$ cat src/rtl/ctl_regs_pkg.sv
package ctl_regs_pkg;
  localparam int NUM_REGS = 16;
  localparam int OFF_W    = 4;

  localparam logic [OFF_W-1:0] OFF_CNT_LO  = 4'h0;
  localparam logic [OFF_W-1:0] OFF_CNT_MID = 4'h1;
  localparam logic [OFF_W-1:0] OFF_CMD     = 4'h3;
  localparam logic [OFF_W-1:0] OFF_STAT    = 4'h4;
  localparam logic [OFF_W-1:0] OFF_INTR    = 4'h5;
  localparam logic [OFF_W-1:0] OFF_SEQ     = 4'h6;
  localparam logic [OFF_W-1:0] OFF_FLAG    = 4'h7;
  localparam logic [OFF_W-1:0] OFF_CFG1    = 4'h8;
  localparam logic [OFF_W-1:0] OFF_CNT_HI  = 4'hE;

  localparam logic [7:0] CHIP_ID   = 8'h04;
  localparam logic [7:0] CFG1_INIT = 8'h07;
  localparam logic [7:0] SEQ_DONE  = 8'h04;
  localparam int         STAT_TC_BIT  = 4;
  localparam int         STAT_IRQ_BIT = 7;
  localparam int         CFG1_MUTE_BIT = 6;

  localparam logic [7:0] WHY_FUNC_DONE = 8'h08;
  localparam logic [7:0] WHY_DISCONN   = 8'h20;
  localparam logic [7:0] WHY_BUS_RST   = 8'h80;

  localparam logic [6:0] OP_NOP     = 7'h00;
  localparam logic [6:0] OP_FLUSH   = 7'h01;
  localparam logic [6:0] OP_RESET   = 7'h02;
  localparam logic [6:0] OP_BUSRST  = 7'h03;
  localparam logic [6:0] OP_XFER    = 7'h10;
  localparam logic [6:0] OP_CMPL    = 7'h11;
  localparam logic [6:0] OP_MSGACC  = 7'h12;
  localparam logic [6:0] OP_PAD     = 7'h18;
  localparam logic [6:0] OP_SETATN  = 7'h1A;
  localparam logic [6:0] OP_SEL     = 7'h41;
  localparam logic [6:0] OP_SEL_A   = 7'h42;
  localparam logic [6:0] OP_SEL_AS  = 7'h43;
  localparam logic [6:0] OP_RESEL   = 7'h44;

  typedef struct packed {
    logic dma;
    logic soft_rst;
    logic flush;
    logic bus_rst;
    logic msg_acc;
    logic pad;
    logic resel_en;
    logic unknown;
  } cmd_act_t;
endpackage

$ cat src/rtl/ctl_addr_dec.sv
module ctl_addr_dec
  import ctl_regs_pkg::*;
#(
  parameter int ADDR_SHIFT = 2,
  localparam int BUS_AW = OFF_W + ADDR_SHIFT
) (
  input  logic [BUS_AW-1:0] addr,
  output logic [OFF_W-1:0]  off,
  output logic              mirror_hit,
  output logic              cnt_hit
);
  assign off        = OFF_W'(addr >> ADDR_SHIFT);
  // offsets whose written byte also becomes the readable byte
  assign mirror_hit = (off == OFF_CFG1) || (off >= 4'hB);
  assign cnt_hit    = (off == OFF_CNT_LO) || (off == OFF_CNT_MID);
endmodule

$ cat src/rtl/ctl_cmd_dec.sv
module ctl_cmd_dec
  import ctl_regs_pkg::*;
(
  input  logic [7:0] code,
  output cmd_act_t   act
);
  always_comb begin
    act     = '0;
    act.dma = code[7];
    unique case (code[6:0])
      OP_FLUSH:  act.flush    = 1'b1;
      OP_RESET:  act.soft_rst = 1'b1;
      OP_BUSRST: act.bus_rst  = 1'b1;
      OP_MSGACC: act.msg_acc  = 1'b1;
      OP_PAD:    act.pad      = 1'b1;
      OP_RESEL:  act.resel_en = 1'b1;
      OP_NOP, OP_XFER, OP_CMPL, OP_SETATN,
      OP_SEL, OP_SEL_A, OP_SEL_AS: ;
      default:   act.unknown  = 1'b1;
    endcase
  end
endmodule

$ cat src/rtl/ctl_regif.sv
module ctl_regif
  import ctl_regs_pkg::*;
#(
  parameter int ADDR_SHIFT = 2,
  localparam int BUS_AW = OFF_W + ADDR_SHIFT
) (
  input  logic              clk,
  input  logic              rst_n,
  input  logic              wr_en,
  input  logic              rd_en,
  input  logic [BUS_AW-1:0] addr,
  input  logic [7:0]        wr_data,
  output logic [7:0]        rd_data,
  output logic              irq,
  output logic              dma_mode,
  output logic              cmd_err
);
  logic [7:0]       rd_q [NUM_REGS];
  logic [7:0]       wr_q [NUM_REGS];
  logic [7:0]       rd_data_q;
  logic             dma_q;
  logic             err_q;
  logic [OFF_W-1:0] off;
  logic             mirror_hit;
  logic             cnt_hit;
  cmd_act_t         act;
  logic             cmd_wr;
  logic             soft_rst;

  ctl_addr_dec #(.ADDR_SHIFT(ADDR_SHIFT)) u_addr (
    .addr       (addr),
    .off        (off),
    .mirror_hit (mirror_hit),
    .cnt_hit    (cnt_hit)
  );

  ctl_cmd_dec u_cmd (
    .code (wr_data),
    .act  (act)
  );

  assign cmd_wr   = wr_en && (off == OFF_CMD);
  assign soft_rst = cmd_wr && act.soft_rst;

  always_ff @(posedge clk or negedge rst_n) begin
    if (!rst_n) begin
      for (int i = 0; i < NUM_REGS; i++) begin
        rd_q[i] <= 8'h00;
        wr_q[i] <= 8'h00;
      end
      rd_q[OFF_CFG1]   <= CFG1_INIT;
      rd_q[OFF_CNT_HI] <= CHIP_ID;
      rd_data_q        <= 8'h00;
      dma_q            <= 1'b0;
      err_q            <= 1'b0;
    end else begin
      err_q <= 1'b0;
      // host read, interrupt-reason read acknowledges
      if (rd_en) begin
        rd_data_q <= rd_q[off];
        if (off == OFF_INTR) begin
          rd_q[OFF_INTR]               <= 8'h00;
          rd_q[OFF_STAT][STAT_TC_BIT]  <= 1'b0;
          rd_q[OFF_STAT][STAT_IRQ_BIT] <= 1'b0;
          rd_q[OFF_SEQ]                <= SEQ_DONE;
        end
      end
      if (wr_en) begin
        wr_q[off] <= wr_data;
        if (mirror_hit) rd_q[off] <= wr_data;
        if (cnt_hit)    rd_q[OFF_STAT][STAT_TC_BIT] <= 1'b0;
      end
      if (cmd_wr) begin
        rd_q[OFF_CMD] <= wr_data;
        err_q         <= act.unknown;
        if (!act.unknown) begin
          dma_q <= act.dma;
          if (act.dma) begin
            rd_q[OFF_CNT_LO]  <= wr_q[OFF_CNT_LO];
            rd_q[OFF_CNT_MID] <= wr_q[OFF_CNT_MID];
          end
          if (act.flush) begin
            rd_q[OFF_INTR] <= WHY_FUNC_DONE;
            rd_q[OFF_SEQ]  <= 8'h00;
            rd_q[OFF_FLAG] <= 8'h00;
          end
          if (act.bus_rst) begin
            rd_q[OFF_INTR] <= WHY_BUS_RST;
            if (!wr_q[OFF_CFG1][CFG1_MUTE_BIT])
              rd_q[OFF_STAT][STAT_IRQ_BIT] <= 1'b1;
          end
          if (act.msg_acc) begin
            rd_q[OFF_INTR]               <= WHY_DISCONN;
            rd_q[OFF_SEQ]                <= 8'h00;
            rd_q[OFF_FLAG]               <= 8'h00;
            rd_q[OFF_STAT][STAT_IRQ_BIT] <= 1'b1;
          end
          if (act.pad) begin
            rd_q[OFF_STAT] <= {rd_q[OFF_STAT][STAT_IRQ_BIT], 7'h10};
            rd_q[OFF_INTR] <= WHY_FUNC_DONE;
            rd_q[OFF_SEQ]  <= 8'h00;
          end
          if (act.resel_en) rd_q[OFF_INTR] <= 8'h00;
        end
      end
      // soft reset overrides every other update of this cycle
      if (soft_rst) begin
        for (int i = 0; i < NUM_REGS; i++) begin
          rd_q[i] <= 8'h00;
          wr_q[i] <= 8'h00;
        end
        rd_q[OFF_CFG1]   <= CFG1_INIT;
        rd_q[OFF_CNT_HI] <= CHIP_ID;
        dma_q            <= 1'b0;
        err_q            <= 1'b0;
      end
    end
  end

  assign rd_data  = rd_data_q;
  assign irq      = rd_q[OFF_STAT][STAT_IRQ_BIT];
  assign dma_mode = dma_q;
  assign cmd_err  = err_q;
endmodule

$ cat config.mk
export PLATFORM = sky130hd
export DESIGN_NAME = ctl_regif
export DESIGN_NICKNAME = d
export VERILOG_FILES = /design/src/rtl/ctl_regs_pkg.sv /design/src/rtl/ctl_addr_dec.sv /design/src/rtl/ctl_cmd_dec.sv /design/src/rtl/ctl_regif.sv
export SDC_FILE = /design/constraint.sdc
export NUM_CORES = 1
export LEC_CHECK = 0
export ABC_CLOCK_PERIOD_IN_PS = 2700
export BUFFER_PORTS_ARGS = -buffer_cell sky130_fd_sc_hd__buf_2
export CORE_MARGIN = 2
export CORE_UTILIZATION = 35
export DETAILED_ROUTE_END_ITERATION = 16
export PLACE_DENSITY = 0.62
export SYNTH_ARGS = -nofsm -noshare
export SYNTH_HDL_FRONTEND = slang
export SYNTH_HIERARCHICAL = 1
export SYNTH_SLANG_ARGS = --single-unit
$ cat constraint.sdc
create_clock -name clk -period 2.7 [get_ports clk]
set_clock_uncertainty 0.15 [all_clocks]
set_input_delay 0.54 -clock clk [delete_from_list [all_inputs] [get_ports clk]]
set_output_delay 0.54 -clock clk [all_outputs]
set_load 0.02 [all_outputs]
[Yosys cells after proc, flatten, opt, wreduce, memory -nomap -nowiden]
Cells that the tools add are included.
Word-level totals
  register bits: 266
  latch bits: 0
  RAM bits: 0
  ROM bits: 0
  input port bits: 18
  output and inout bits: 11
  logic and storage cells: 118
  memories kept: 0
Operators by class
  $add $sub $neg: 0
  multipliers: 0
  div/mod/pow operators: 0
  order comparisons: 3
  eq/ne operators: 17
  shift-type cells: 0
  muxes and demuxes: 44
  bitwise gates (word level): 1
  reductions and logical operators: 17
Operators with widths (count)
  2-to-1 mux 128 bit: 5
  bitwise mux 128 bit: 2
  2-to-1 mux 16 bit: 5
  2-to-1 mux 24 bit: 3
  2-to-1 mux 40 bit: 1
  2-to-1 mux 8 bit: 5
  == test 7 x 5 -> 1 bit, second input constant: 5
  binary-select mux 8 bit (select 4 bit): 1
  demux 8 bit (select 4 bit): 1
  2-to-1 mux 32 bit: 1
  == test 7 bit, second input constant: 4
  2-to-1 mux 1 bit: 20
  == test 7 x 2 -> 1 bit, second input constant: 2
  OR reduction 13 bit: 1
  nonzero test 2 bit: 4
  == test 7 x 1 -> 1 bit, second input constant: 1
  zero test 7 bit: 1
  AND reduction 2 bit: 3
  nonzero test 3 bit: 2
  >= comparator 5 bit, second input constant: 1
  < comparator 5 x 1 -> 1 bit, second input constant: 1
  inverter 4 -> 5 bit: 1
  == test 4 x 1 -> 1 bit, second input constant: 1
  == test 4 x 2 -> 1 bit, second input constant: 1
  7 further kinds: 10

[Logic depth before layout (Yosys ltp)]
Gate-level depths: netlist of run 1.
  depth in word-level cells: 17
  depth in mapped cells: 9
  gate-level depth less buffers: 7

[Cells and area by module]
Netlist of run 1, hierarchy kept.
Modules (own cells, without submodules)
  ctl_regif: instances 1, cells an instance 761, area an instance 7766.2 µm², seq. area each 3883.7 µm²
  ctl_cmd_dec: instances 1, cells an instance 20, area an instance 123.9 µm², seq. area each 0.0 µm²
  ctl_addr_dec: instances 1, cells an instance 7, area an instance 51.3 µm², seq. area each 0.0 µm²

[Worst setup path before layout of run 1]
No wires, ideal clock.
  path kind: input-to-reg
  from: in wr_data[6]
  to: reg rd_q[106] (netlist name)
  library setup time: 0.121 ns
  arrival time: 2.074 ns
  required time: 2.429 ns
  slack: 0.355 ns
  stages: 8
  path buffers: 2
  cell sequence: nor3_2 -> nand3_1 -> nor2_1 -> clkinv_1 -> nor3_2 -> buf_2 -> buf_2 -> nor2_1
RTL lines
  from (decl): line ctl_regif.sv:12  | input logic [7:0] wr_data,
  to (signal, indexed assignment): line ctl_regif.sv:70  | if (mirror_hit) rd_q[off] <= wr_data;
  to (signal, indexed assignment): line ctl_regif.sv:74  | rd_q[OFF_CMD] <= wr_data;
  to (signal, indexed assignment): line ctl_regif.sv:79  | rd_q[OFF_CNT_LO] <= wr_q[OFF_CNT_LO];
  to (decl): line ctl_regif.sv:18  | logic [7:0] rd_q [NUM_REGS];

[Final worst setup path of run 1]
  from: in addr[4]
  to: reg rd_q (netlist bit irq)
Between the ends
  longest elaborated chain between the ends: 15
  elaborated cells between the ends (all ways): 26
  classes of those cells: order compare (3); eq/ne (4); mux (14); bitwise (1); reduce/logical (4)
Ends and longest elaborated chain
  from (decl): line ctl_regif.sv:11  | input logic [BUS_AW-1:0] addr,
  inverter 4 -> 5 bit (not written as such): line ctl_regif.sv:70
  >= comparator 5 bit (not written as such) or < comparator 5 x 1 -> 1 bit (tied branches): line ctl_regif.sv:70
  logical AND 1 bit (not written as such): line ctl_regif.sv:70
  2-to-1 mux 8 bit (not written as such): line ctl_regif.sv:70
  demux 8 bit (select 4 bit): line ctl_regif.sv:70
  bitwise mux 128 bit: line ctl_regif.sv:70
  2-to-1 mux 128 bit: line ctl_regif.sv:70
  2-to-1 mux 128 bit: line ctl_regif.sv:68  | if (wr_en) begin
  2-to-1 mux 1 bit: line ctl_regif.sv:89  | if (!wr_q[OFF_CFG1][CFG1_MUTE_BIT])
  2-to-1 mux 1 bit: line ctl_regif.sv:87  | if (act.bus_rst) begin
  2-to-1 mux 1 bit: line ctl_regif.sv:92  | if (act.msg_acc) begin
  2-to-1 mux 24 bit: line ctl_regif.sv:98  | if (act.pad) begin
  2-to-1 mux 32 bit: line ctl_regif.sv:76  | if (!act.unknown) begin
  2-to-1 mux 40 bit: line ctl_regif.sv:73  | if (cmd_wr) begin
  2-to-1 mux 128 bit: line ctl_regif.sv:107  | if (soft_rst) begin
  to (signal, indexed assignment): line ctl_regif.sv:74
  to (signal, indexed assignment): line ctl_regif.sv:79
  to (signal, indexed assignment): line ctl_regif.sv:99  | rd_q[OFF_STAT] <= {rd_q[OFF_STAT][STAT_IRQ_BIT], 7'h10};
Parallel ways exist; a longest one is shown, timed or not. The select of a mux whose other input is x is not followed.
A chain may end at the register's enable or synchronous reset.

==> results of run 1 <==
[stage by stage]
stage | util (%) | setup slack (ps) | cell area [µm²] | total power, mW | hold slack [ps]
floorplan | - | 355 | 7940 | 3.70 | 94.4
global placement | 38.2 | 210 | 8560 | 4.06 | 307
detailed placement | 38.2 | 184 | 8560 | 4.10 | 325
CTS | 41.0 | 599 | 9190 | 6.63 | 300
global route | 41.0 | 434 | 9190 | 6.89 | 334
finish | 41.0 | 626 | 9190 | 6.60 | 307
[worst max path at each step]
| stage | start | endpoint | slack (ps) |
|---|---|---|---|
| after floorplan | wr_data[6] | rd_q[106] | 350 |
| after CTS | addr[4] | rd_q[101] | 600 |
| final | addr[4] | irq | 630 |
| after global routing | addr[4] | irq | 430 |
| after detailed placement | addr[4] | rd_q[123] | 180 |
| after global placement | addr[5] | wr_q[62] | 210 |
[cell usage after synthesis (2+ instances only)]
master and instances:
inv_1 5, mux4_2 27, nand2b_1 4, nor2_1 82, o221ai_1 5, o21ai_1 7, a221oi_1 2, clkbuf_1 33
o21bai_1 2, nor4_1 3, a211oi_1 16, a31oi_1 5, dfrtp_1 151, nor3_2 3, nor2b_1 3, nand4b_1 4
nor3b_1 2, o21ai_0 65, and4b_1 3, nand2_1 96, o21ai_2 2, mux2i_1 67, a22oi_1 19, a21oi_1 76
mux2_2 3, buf_4 8, buf_2 32, nand3b_1 2, nor3_1 5, nand4_1 2, and3_1 2, nand3_1 19
buf_6 2, dfstp_2 4, a21o_1 3
[cells by family (layout without fill, tap and decap cells)]
kind of cell,count (synthesis),count (layout),share of synthesized area (%)
and+or+nand+nor,241,241,13.9
xor gates and xnor gates,2,2,0.221
DFF,155,155,48.9
muxes,97,97,16.5
buffers and inverters,82,121,4.95
AOI/OAI and AO/OA,211,211,15.5
[report_power, final]
| group | switching [mW] | internal [mW] | total [mW] | leakage (nW) |
|---|---|---|---|---|
| combinational | 0.569 | 0.503 | 1.07 | 1.86 |
| clock | 0.964 | 1.57 | 2.53 | 0.292 |
| sequential | 0.248 | 2.76 | 3.00 | 2.00 |
| total | 1.78 | 4.82 | 6.60 | 4.15 |
[worst register-to-register path, stage by stage, from the launching register on]
cell,delay (ps)
dfrtp_1,420
mux4_2,510
mux2i_1,320
mux2i_1,150
mux2_2,280
[flip-flops by register name (all words and copies together) (netlist names)]
name	cells
dma_mode	1
irq	1
wr_q	17
rd_data	8
rd_q	127
cmd_err	1
[layer usage]
metal  vias up  GRT usage [%]  share of wire, %
met5         -              0                 0
met4         0           4.72               1.0
met3        15           3.89               5.4
met2       171           29.3                47
met1      3137           27.3                46
li1       2869              -                 -
[cells in the final DEF (no fill, tap or decap), drive strengths merged, types with 4 or more instances in the layout]
cell type,count
a22oi,19
bufinv,4
mux4,27
o21ai,74
inv,5
dfstp,4
clkbuf,20
clkinv,5
nor2,84
mux2i,67
nand4b,4
a211oi,16
buf,83
dfrtp,151
nor3,8
nand3,20
a21oi,76
a31oi,5
nand2,97
o221ai,5
nand2b,4
[area by class of cell]
| type | instances | area share (%) |
|---|---|---|
| timing repair buffer | 84 | 6.93 |
| clock inverter | 11 | 1.85 |
| tap | 285 | 3.88 |
| inverter | 6 | 0.245 |
| clock buffer | 20 | 4.86 |
| multi-input combinational | 551 | 40.0 |
| sequential | 155 | 42.3 |
[repair_timing]
item,in CTS,in global routing
endpoints found under the hold margin,38,0
setup endpoints to repair,0,0
hold buffers,1,0
==> impl_metrics.csv, run 1 <==
group,metric,value,unit
cells_and_area,syn2layout_area_growth,15.7,%
worst_setup_path,critPathTopFamily,"simple AND/OR/NAND/NOR gates",
clock_network,cts_setup_buffers,0,
worst_setup_path,cp_slowest_stage_delay,410,ps
clock_network,cts_root_buffer,"clkbuf_16",
worst_setup_path,crit_cells,6,
worst_setup_path,ff2ff_setup_slack,770,ps
floorplan,die_height,155,µm
routing,routed_wirelength,22100,µm
min_path,hold_path_depth,3,
worst_setup_path,worstRegToRegCells,4,
worst_setup_path,worst_path_max_delay_cell,"nor2b_1",
worst_setup_path,r2r-start,"rd_q[21]",
routing,viasPerCell,5.57,
synth,synth_edf_count,0,
min_path,hold_class,"in2reg",
synth,syn_area_per_cell,10.1,µm²
clock_network,clock_latency,430,ps
status,status,"finished clean",
synth,netlist_area,0.00794,mm²
synth,mappedNetlistNets,806,
job,maxCapViolCount,0,
worst_setup_path,r2r_end,"rd_data[5]",
cells_and_area,fill_cells,2156,
worst_setup_path,end_kind,"register",
place,portBuffers,26,
cells_and_area,final_cells,1112,
worst_setup_path,critPathBufInv,2,
floorplan,core-area,0.0224,mm²
clock_network,cts-resized-gates,0,
worst_setup_path,path_max_fanout,16,
global_routing,overflow,0,
cells_and_area,seq_area,0.00388,mm²
synth,netlist_instances,788,
floorplan,die_x,155,µm
clock_network,cts_sinks,155,
sta,hold_viol,0,
floorplan,rows,55,
global_routing,antenna_found_initial,0,
min_path,holdPathEnd,"rd_q[43]",
floorplan,dieArea,0.0239,mm²
synth,synthFlopType,"dfrtp_1",
min_path,hp-start,"wr_data[3]",
sta,fin_tns_setup,0,ps
synth,ys_ff_latch,155,
clock_network,cts_htree_levels,4,
synth,synth_area_leader_cell,"dfrtp_1",
routing,routedWlPerCell,19.9,µm
sta,slew_violations,0,
worst_setup_path,crit_chain,"buf_2 > buf_4 > nor2b_1 > nand2_1 > mux2i_1 > o2bb2ai_1",
sta,rsz0062_at_grt,"no",
cells_and_area,final_nets,833,
power_and_ir_drop,ir_worst_vdd,0.394,mV
synth,synth_area_leaders,"dfrtp_1, mux2i_1, mux4_2",
global_routing,grt_use_total,18.9,%
sta,setup_viol,0,
power_and_ir_drop,p_leak,4.15,nW
routing,drtIter0Drc,566,
synth,ys_warn_count,6,
cells_and_area,num_antenna_cells,0,
routing,vias,6192,
sta,maxSlewHeadroom,59.2,%
sta,post-route-period-util,76.8,%
cells_and_area,multi_input_area,0.00367,mm²
global_routing,grt_first_pass_wirelength,35100,µm
routing,drc_errors,0,
sta,min_period,2070,ps
cells_and_area,drive_above_1_share,19.1,%
synth,async_flop_share,100,%
floorplan,initial_utilization,35.4,%
clock_network,cts_buffers,17,
synth,synth_top_area_share,47.6,%
worst_setup_path,critical_path_required,2850,ps
floorplan,io_pins,29,
worst_setup_path,crit_arrival,2230,ps
place,gp_congestion,0.841,
place,dp.cells,1080,
worst_setup_path,start_kind,"input port",
routing,dr.pass1.iters,5,
clock_network,clockBufferDepth,2,
power_and_ir_drop,powerDensity,719,mW/mm²
clock_network,cts.clk_slew.worst_paths,60,ps
worst_setup_path,crit_type,"in2reg",
global_routing,grt_max_degree,62,
clock_network,cts_tree,"yes",
global_routing,grt_pass1_vias,5969,
routing,final_antenna_net_count,0,
sta,worstMarginPinSlew,611,ps
sta,fmax,482,MHz
synth,synth_cell_types,59,
synth,ys_seq_area_share,48.9,%
place,dp_hpwl,14400,µm
(Power assumes the default switching activity.)
==> run 2, diff against run 1 <==
--- a/config.mk
+++ b/config.mk
@@ -5,7 +5,7 @@
 export SDC_FILE = /design/constraint.sdc
 export NUM_CORES = 1
 export LEC_CHECK = 0
-export ABC_CLOCK_PERIOD_IN_PS = 2700
+export ABC_CLOCK_PERIOD_IN_PS = 2000
 export BUFFER_PORTS_ARGS = -buffer_cell sky130_fd_sc_hd__buf_2
 export CORE_MARGIN = 2
 export CORE_UTILIZATION = 35
==> constraint.sdc (replaced) <==
create_clock -name clk -period 2 [get_ports clk]
set_clock_uncertainty 0.15 [all_clocks]
set_input_delay 0.4 -clock clk [delete_from_list [all_inputs] [get_ports clk]]
set_output_delay 0.4 -clock clk [all_outputs]
set_load 0.02 [all_outputs]
==> run 2 against run 1 <==
  * Clock power up 25%
  * Worst hold slack worse by 53 ps
  * Wire length rose by 1.6%
  * Design area is 6.3% higher
  * Final cell count increased by 6.1%
  * Register-to-register slack worse by 640 ps
  * Worst setup slack worse by 490 ps
  * Sequential power is 36% higher
  * Power is 32% higher
  * Non-clock buffer count increased by 67
  * Critical endpoint is now rd_data[1]
  * Largest power group unchanged
==> impl_metrics.csv, run 2 (synthesis results as in run 1) <==
group,metric,value,unit
status,status,"finished clean",
sta,worstMarginPinSlew,510,ps
routing,routedWlPerCell,19.1,µm
global_routing,grt_max_degree,44,
global_routing,grt_pass1_vias,6312,
routing,drtIter0Drc,637,
cells_and_area,fill_cells,2083,
clock_network,cts.clk_slew.worst_paths,70,ps
clock_network,clockBufferDepth,2,
clock_network,cts_htree_levels,4,
global_routing,grt_use_total,19.4,%
clock_network,cts_tree,"yes",
global_routing,gr-usage-met1,27.8,%
cells_and_area,syn2layout_area_growth,23.0,%
sta,setup_ws,131,ps
floorplan,die_height,155,µm
cells_and_area,design_area,0.00977,mm²
global_routing,grt_first_pass_wirelength,36000,µm
floorplan,initial_utilization,35.4,%
place,post-place-ws,-276,ps
place,gp_congestion,0.855,
worst_setup_path,worst_path_max_delay_cell,"mux4_2",
worst_setup_path,crit_arrival,2030,ps
routing,drc_errors,0,
worst_setup_path,path_max_fanout,2,
min_path,hold_class,"in2reg",
clock_network,cts_buffers,17,
cells_and_area,drive_above_1_share,25.7,%
cells_and_area,layout_common_cells,"dfrtp_1, buf_4, nand2_1, nor2_1, a21oi_1",
routing,vias,6416,
routing,final_antenna_net_count,0,
routing,routed_wirelength,22500,µm
power_and_ir_drop,powerDensity,895,mW/mm²
sta,hold_viol,0,
sta,setup_viol,0,
global_routing,grtUsageMet3,3.11,%
place,place_area,0.00919,mm²
cells_and_area,layout_commonest_cell,"dfrtp_1",
clock_network,cts_root_buffer,"clkbuf_16",
sta,post-route-period-util,93.5,%
power_and_ir_drop,ir_worst_vdd,0.574,mV
place,portBuffers,26,
cells_and_area,final_nets,900,
floorplan,die_x,155,µm
sta,rsz0062_at_grt,"no",
worst_setup_path,critical_path_required,2160,ps
worst_setup_path,critPathMostFrequentCell,"mux2i_1",
cells_and_area,num_antenna_cells,0,
place,dp_hpwl,15900,µm
sta,min_period,1870,ps
floorplan,dieArea,0.0239,mm²
sta,slew_violations,0,
worst_setup_path,cp_slowest_stage_delay,480,ps
floorplan,rows,55,
cells_and_area,largest_register,"rd_q",
sta,maxSlewHeadroom,65.8,%
global_routing,overflow,0,
floorplan,core-area,0.0224,mm²
clock_network,clock_latency,430,ps
job,maxCapViolCount,0,
routing,viasPerCell,5.44,
floorplan,io_pins,29,
worst_setup_path,crit_type,"reg2reg",
sta,fmax,535,MHz
clock_network,cts_sinks,155,
worst_setup_path,crit_chain,"mux4_2 > mux2i_1 > mux2i_1 > mux2_2",
global_routing,met2_usage,29.7,%
global_routing,antenna_found_initial,0,
clock_network,cts-resized-gates,0,
worst_setup_path,start_kind,"register",
power_and_ir_drop,p_leak,4.50,nW
worst_setup_path,end_kind,"register",
routing,dr.pass1.iters,4,
cells_and_area,largest_register_ffs,127,
global_routing,grt_busiest_layer,"met2",
-- run 2: cell count changes in the layout (fill, tap and decap cells not counted), sizes merged --
cell	previous run	this run
clkinvlp	3	1
inv	5	12
buf	83	150
clkbuf	20	18
bufinv	4	1
clkinv	5	6
-- run 2: area by class of cell --
cell class                 instances  area [µm²]  area share (%)
inverter                           6        23.8           0.243
sequential                       155        3880            39.8
tap                              285         357            3.65
timing repair buffer             151        1240            12.7
clock buffer                      18         429            4.39
clock inverter                    14         136            1.40
multi-input combinational        551        3700            37.9
-- run 2: critical path, delay by kind of cell, from the launching register on --
| kind | cells | cell delay, ps |
|---|---|---|
| DFF | 1 | 410 |
| muxes | 4 | 1190 |
-- run 2: final timing paths --
path	start	to	slack [ps]	cells past startpoint
max	rd_q[17]	rd_data[1]	130	4
min	wr_data[3]	rd_q[43]	250	4
max reg2reg	rd_q[17]	rd_data[1]	130	4
min reg2reg	rd_q[100]	rd_q[100]	340	2
max in group asynchronous	rst_n	rd_q[58]	760	3
min in group asynchronous	rst_n	rd_q[115]	320	2
-- run 2: report_power, final --
part | switching (mW) | leakage (nW) | internal (mW)
registers | 0.347 | 2.00 | 3.72
clock network | 1.40 | 0.280 | 1.74
logic | 0.783 | 2.22 | 0.747
total | 2.53 | 4.50 | 6.21
-- run 2: what timing repair did --
action / in CTS / in global routing
hold buffers: 1 / 0
hold endpoints to repair: 36 / 0
setup buffers: 0 / 0
-- run 2: per-layer routing --
metal,share of wire (%),routed length [µm]
met1,47,10600
met2,46,10500
met3,3.8,858
met4,2.6,583
met5,0,0
-- run 2: metrics by stage --
step	power (mW)	hold WS (ps)	std cells	util, %	setup TNS [ps]
after floorplan	5.00	-45.6	788	-	-8.00
after global placement	5.57	212	1147	41.0	-14500
after detailed placement	5.63	218	1147	41.0	-17690
after CTS	8.79	239	1180	43.5	0
after global routing	9.15	252	1180	43.5	0
final	8.74	255	1180	43.5	0
==> run 3, diff against run 2 <==
--- a/config.mk
+++ b/config.mk
@@ -7,10 +7,13 @@
 export LEC_CHECK = 0
 export ABC_CLOCK_PERIOD_IN_PS = 2000
 export BUFFER_PORTS_ARGS = -buffer_cell sky130_fd_sc_hd__buf_2
+export CELL_PAD_IN_SITES_DETAIL_PLACEMENT = 1
+export CELL_PAD_IN_SITES_GLOBAL_PLACEMENT = 1
 export CORE_MARGIN = 2
 export CORE_UTILIZATION = 35
 export DETAILED_ROUTE_END_ITERATION = 16
-export PLACE_DENSITY = 0.62
+export PLACE_DENSITY = 0.72
+export SLEW_MARGIN = 20
 export SYNTH_ARGS = -nofsm -noshare
 export SYNTH_HDL_FRONTEND = slang
 export SYNTH_HIERARCHICAL = 1
==> constraint.sdc (replaced) <==
create_clock -name clk -period 2 [get_ports clk]
set_clock_uncertainty 0.15 [all_clocks]
set_input_delay 0.5 -clock clk [delete_from_list [all_inputs] [get_ports clk]]
set_output_delay 0.5 -clock clk [all_outputs]
set_load 0.02 [all_outputs]
==> run 3 against run 2 <==
  * Worst hold slack better by 17 ps
  * Combinational power is 7% higher
  * Global-route usage is 3.9 points higher
  * First-iteration DRC count is 8.6% lower
  * Maximum frequency is 3.1% lower
==> impl_metrics.csv, run 3 (synthesis results as in run 1) <==
group,metric,value,unit
cells_and_area,fill_cells,2481,
min_path,hp-start,"wr_en",
sta,fmax,518,MHz
place,place_area,0.00937,mm²
clock_network,cts_sinks,155,
cells_and_area,multi_input_area,0.00374,mm²
cells_and_area,largest_register_ffs,127,
routing,viasPerCell,5.66,
cells_and_area,drive_above_1_share,27.7,%
routing,dr.pass1.iters,5,
power_and_ir_drop,p_clk_share,39.7,%
sta,maxSlewHeadroom,68.8,%
worst_setup_path,end_kind,"register",
worst_setup_path,r2r_end,"rd_data[1]",
sta,slew_violations,0,
cells_and_area,design_area,0.0101,mm²
floorplan,core-area,0.0224,mm²
worst_setup_path,start_kind,"input port",
global_routing,antenna_found_initial,0,
routing,drtIter0Drc,582,
worst_setup_path,r2r-start,"rd_q[17]",
floorplan,initial_utilization,35.4,%
routing,final_antenna_net_count,0,
cells_and_area,final_nets,915,
global_routing,grt_pass1_vias,7418,
power_and_ir_drop,p_leak,4.63,nW
global_routing,overflow,0,
worst_setup_path,crit_arrival,2140,ps
global_routing,grt_first_pass_wirelength,42600,µm
cells_and_area,largest_register,"rd_q",
worst_setup_path,crit_type,"in2reg",
clock_network,cts.clk_slew.worst_paths,60,ps
power_and_ir_drop,powerDensity,943,mW/mm²
place,gp_congestion,0.893,
floorplan,dieArea,0.0239,mm²
routing,routedWlPerCell,22.2,µm
cells_and_area,final_util,44.8,%
sta,post-route-period-util,96.5,%
sta,min_period,1930,ps
min_path,hold_class,"in2reg",
cells_and_area,num_antenna_cells,0,
worst_setup_path,ff2ff_setup_slack,120,ps
power_and_ir_drop,p_sw,2.59,mW
power_and_ir_drop,seqPwrFrac,43.1,%
cells_and_area,layout_commonest_cell,"dfrtp_1",
power_and_ir_drop,p_int,6.90,mW
status,status,"finished clean",
min_path,holdPathEnd,"wr_q[62]",
place,dp_hpwl,18000,µm
sta,fin_tns_setup,0,ps
floorplan,die_height,155,µm
clock_network,cts_tree,"yes",
clock_network,cts_htree_levels,4,
sta,worstMarginPinSlew,464,ps
sta,hold_viol,0,
min_path,hold_path_depth,2,
cells_and_area,layout_common_cells,"dfrtp_1, buf_4, nand2_1, nor2_1, a21oi_1",
sta,setup_viol,0,
global_routing,grt_max_degree,39,
global_routing,grt_use_total,23.3,%
routing,routed_wirelength,26600,µm
cells_and_area,syn2layout_area_growth,26.7,%
cells_and_area,seq_area,0.00388,mm²
job,maxCapViolCount,0,
floorplan,rows,55,
routing,drc_errors,0,
worst_setup_path,path_max_fanout,4,
clock_network,clock_latency,430,ps
power_and_ir_drop,switching_share,27.3,%
power_and_ir_drop,power.total,9.49,mW
routing,vias,6760,
clock_network,cts_root_buffer,"clkbuf_16",
worst_setup_path,worstRegToRegCells,4,
place,portBuffers,26,
power_and_ir_drop,ir_worst_vdd,0.709,mV
sta,rsz0062_at_grt,"yes",
floorplan,io_pins,29,
floorplan,die_x,155,µm
clock_network,clockBufferDepth,2,
worst_setup_path,critical_path_required,2210,ps
power_and_ir_drop,comb_power_share,17.2,%
clock_network,cts_buffers,17,
## run 3: worst max-delay path: stages
cell and delay (ps):
buf_2 130, nor3b_4 220, xor2_1 90, a211o_1 300
buf_4 170, nor4_1 410, nand4_1 190, o21ai_1 130
## run 3: layout make-up
type | instances | area share (%)
clock buffer | 21 | 4.58
clock inverter | 11 | 2.13
timing repair buffer | 166 | 13.7
sequential | 155 | 38.6
tap | 285 | 3.54
inverter | 6 | 0.274
multi-input combinational | 551 | 37.2
## run 3: power by group through the flow
stage / logic (mW) / registers, mW / clock network, mW
floorplan: 1.01 / 4.01 / 0
global placement: 1.53 / 4.10 / 0
detailed placement: 1.61 / 4.12 / 0
CTS: 1.63 / 4.08 / 3.80
global route: 1.79 / 4.15 / 3.94
finish: 1.63 / 4.09 / 3.77
## run 3: repair_timing
| action | in CTS | in global routing |
|---|---|---|
| setup buffers | 0 | 0 |
| endpoints found under the setup margin | 0 | 12 |
| resized for setup | 0 | 2 |
| hold buffers | 1 | 0 |
| hold endpoints to repair | 25 | 0 |
## run 3: worst max path at each step
stage	depth (start not counted)	to	startpoint	slack, ps
floorplan	7	rd_q[83]	addr[4]	-70
CTS	7	rd_q[68]	wr_data[0]	60
global route	7	rd_q[76]	wr_data[0]	-10
detailed placement	8	wr_q[117]	wr_data[6]	-340
global placement	8	rd_q[116]	wr_data[6]	-350
finish	8	rd_q[87]	wr_data[0]	70
## run 3: through the flow
stage               setup slack [ps]  instances  hold slack (ps)
detailed placement              -337       1162              271
floorplan                      -69.7        788             54.4
CTS                             58.0       1195              261
global route                   -9.96       1195              296
finish                          70.5       1195              271
global placement                -347       1162              270
## run 3: layer usage
metal / track usage (%) / vias to the layer above / part of all wire [%]
met5: 0 / - / 0
met4: 11.9 / 0 / 4.4
met3: 3.70 / 62 / 4.4
met2: 38.0 / 182 / 48
met1: 30.0 / 3483 / 43
li1: - / 3033 / -
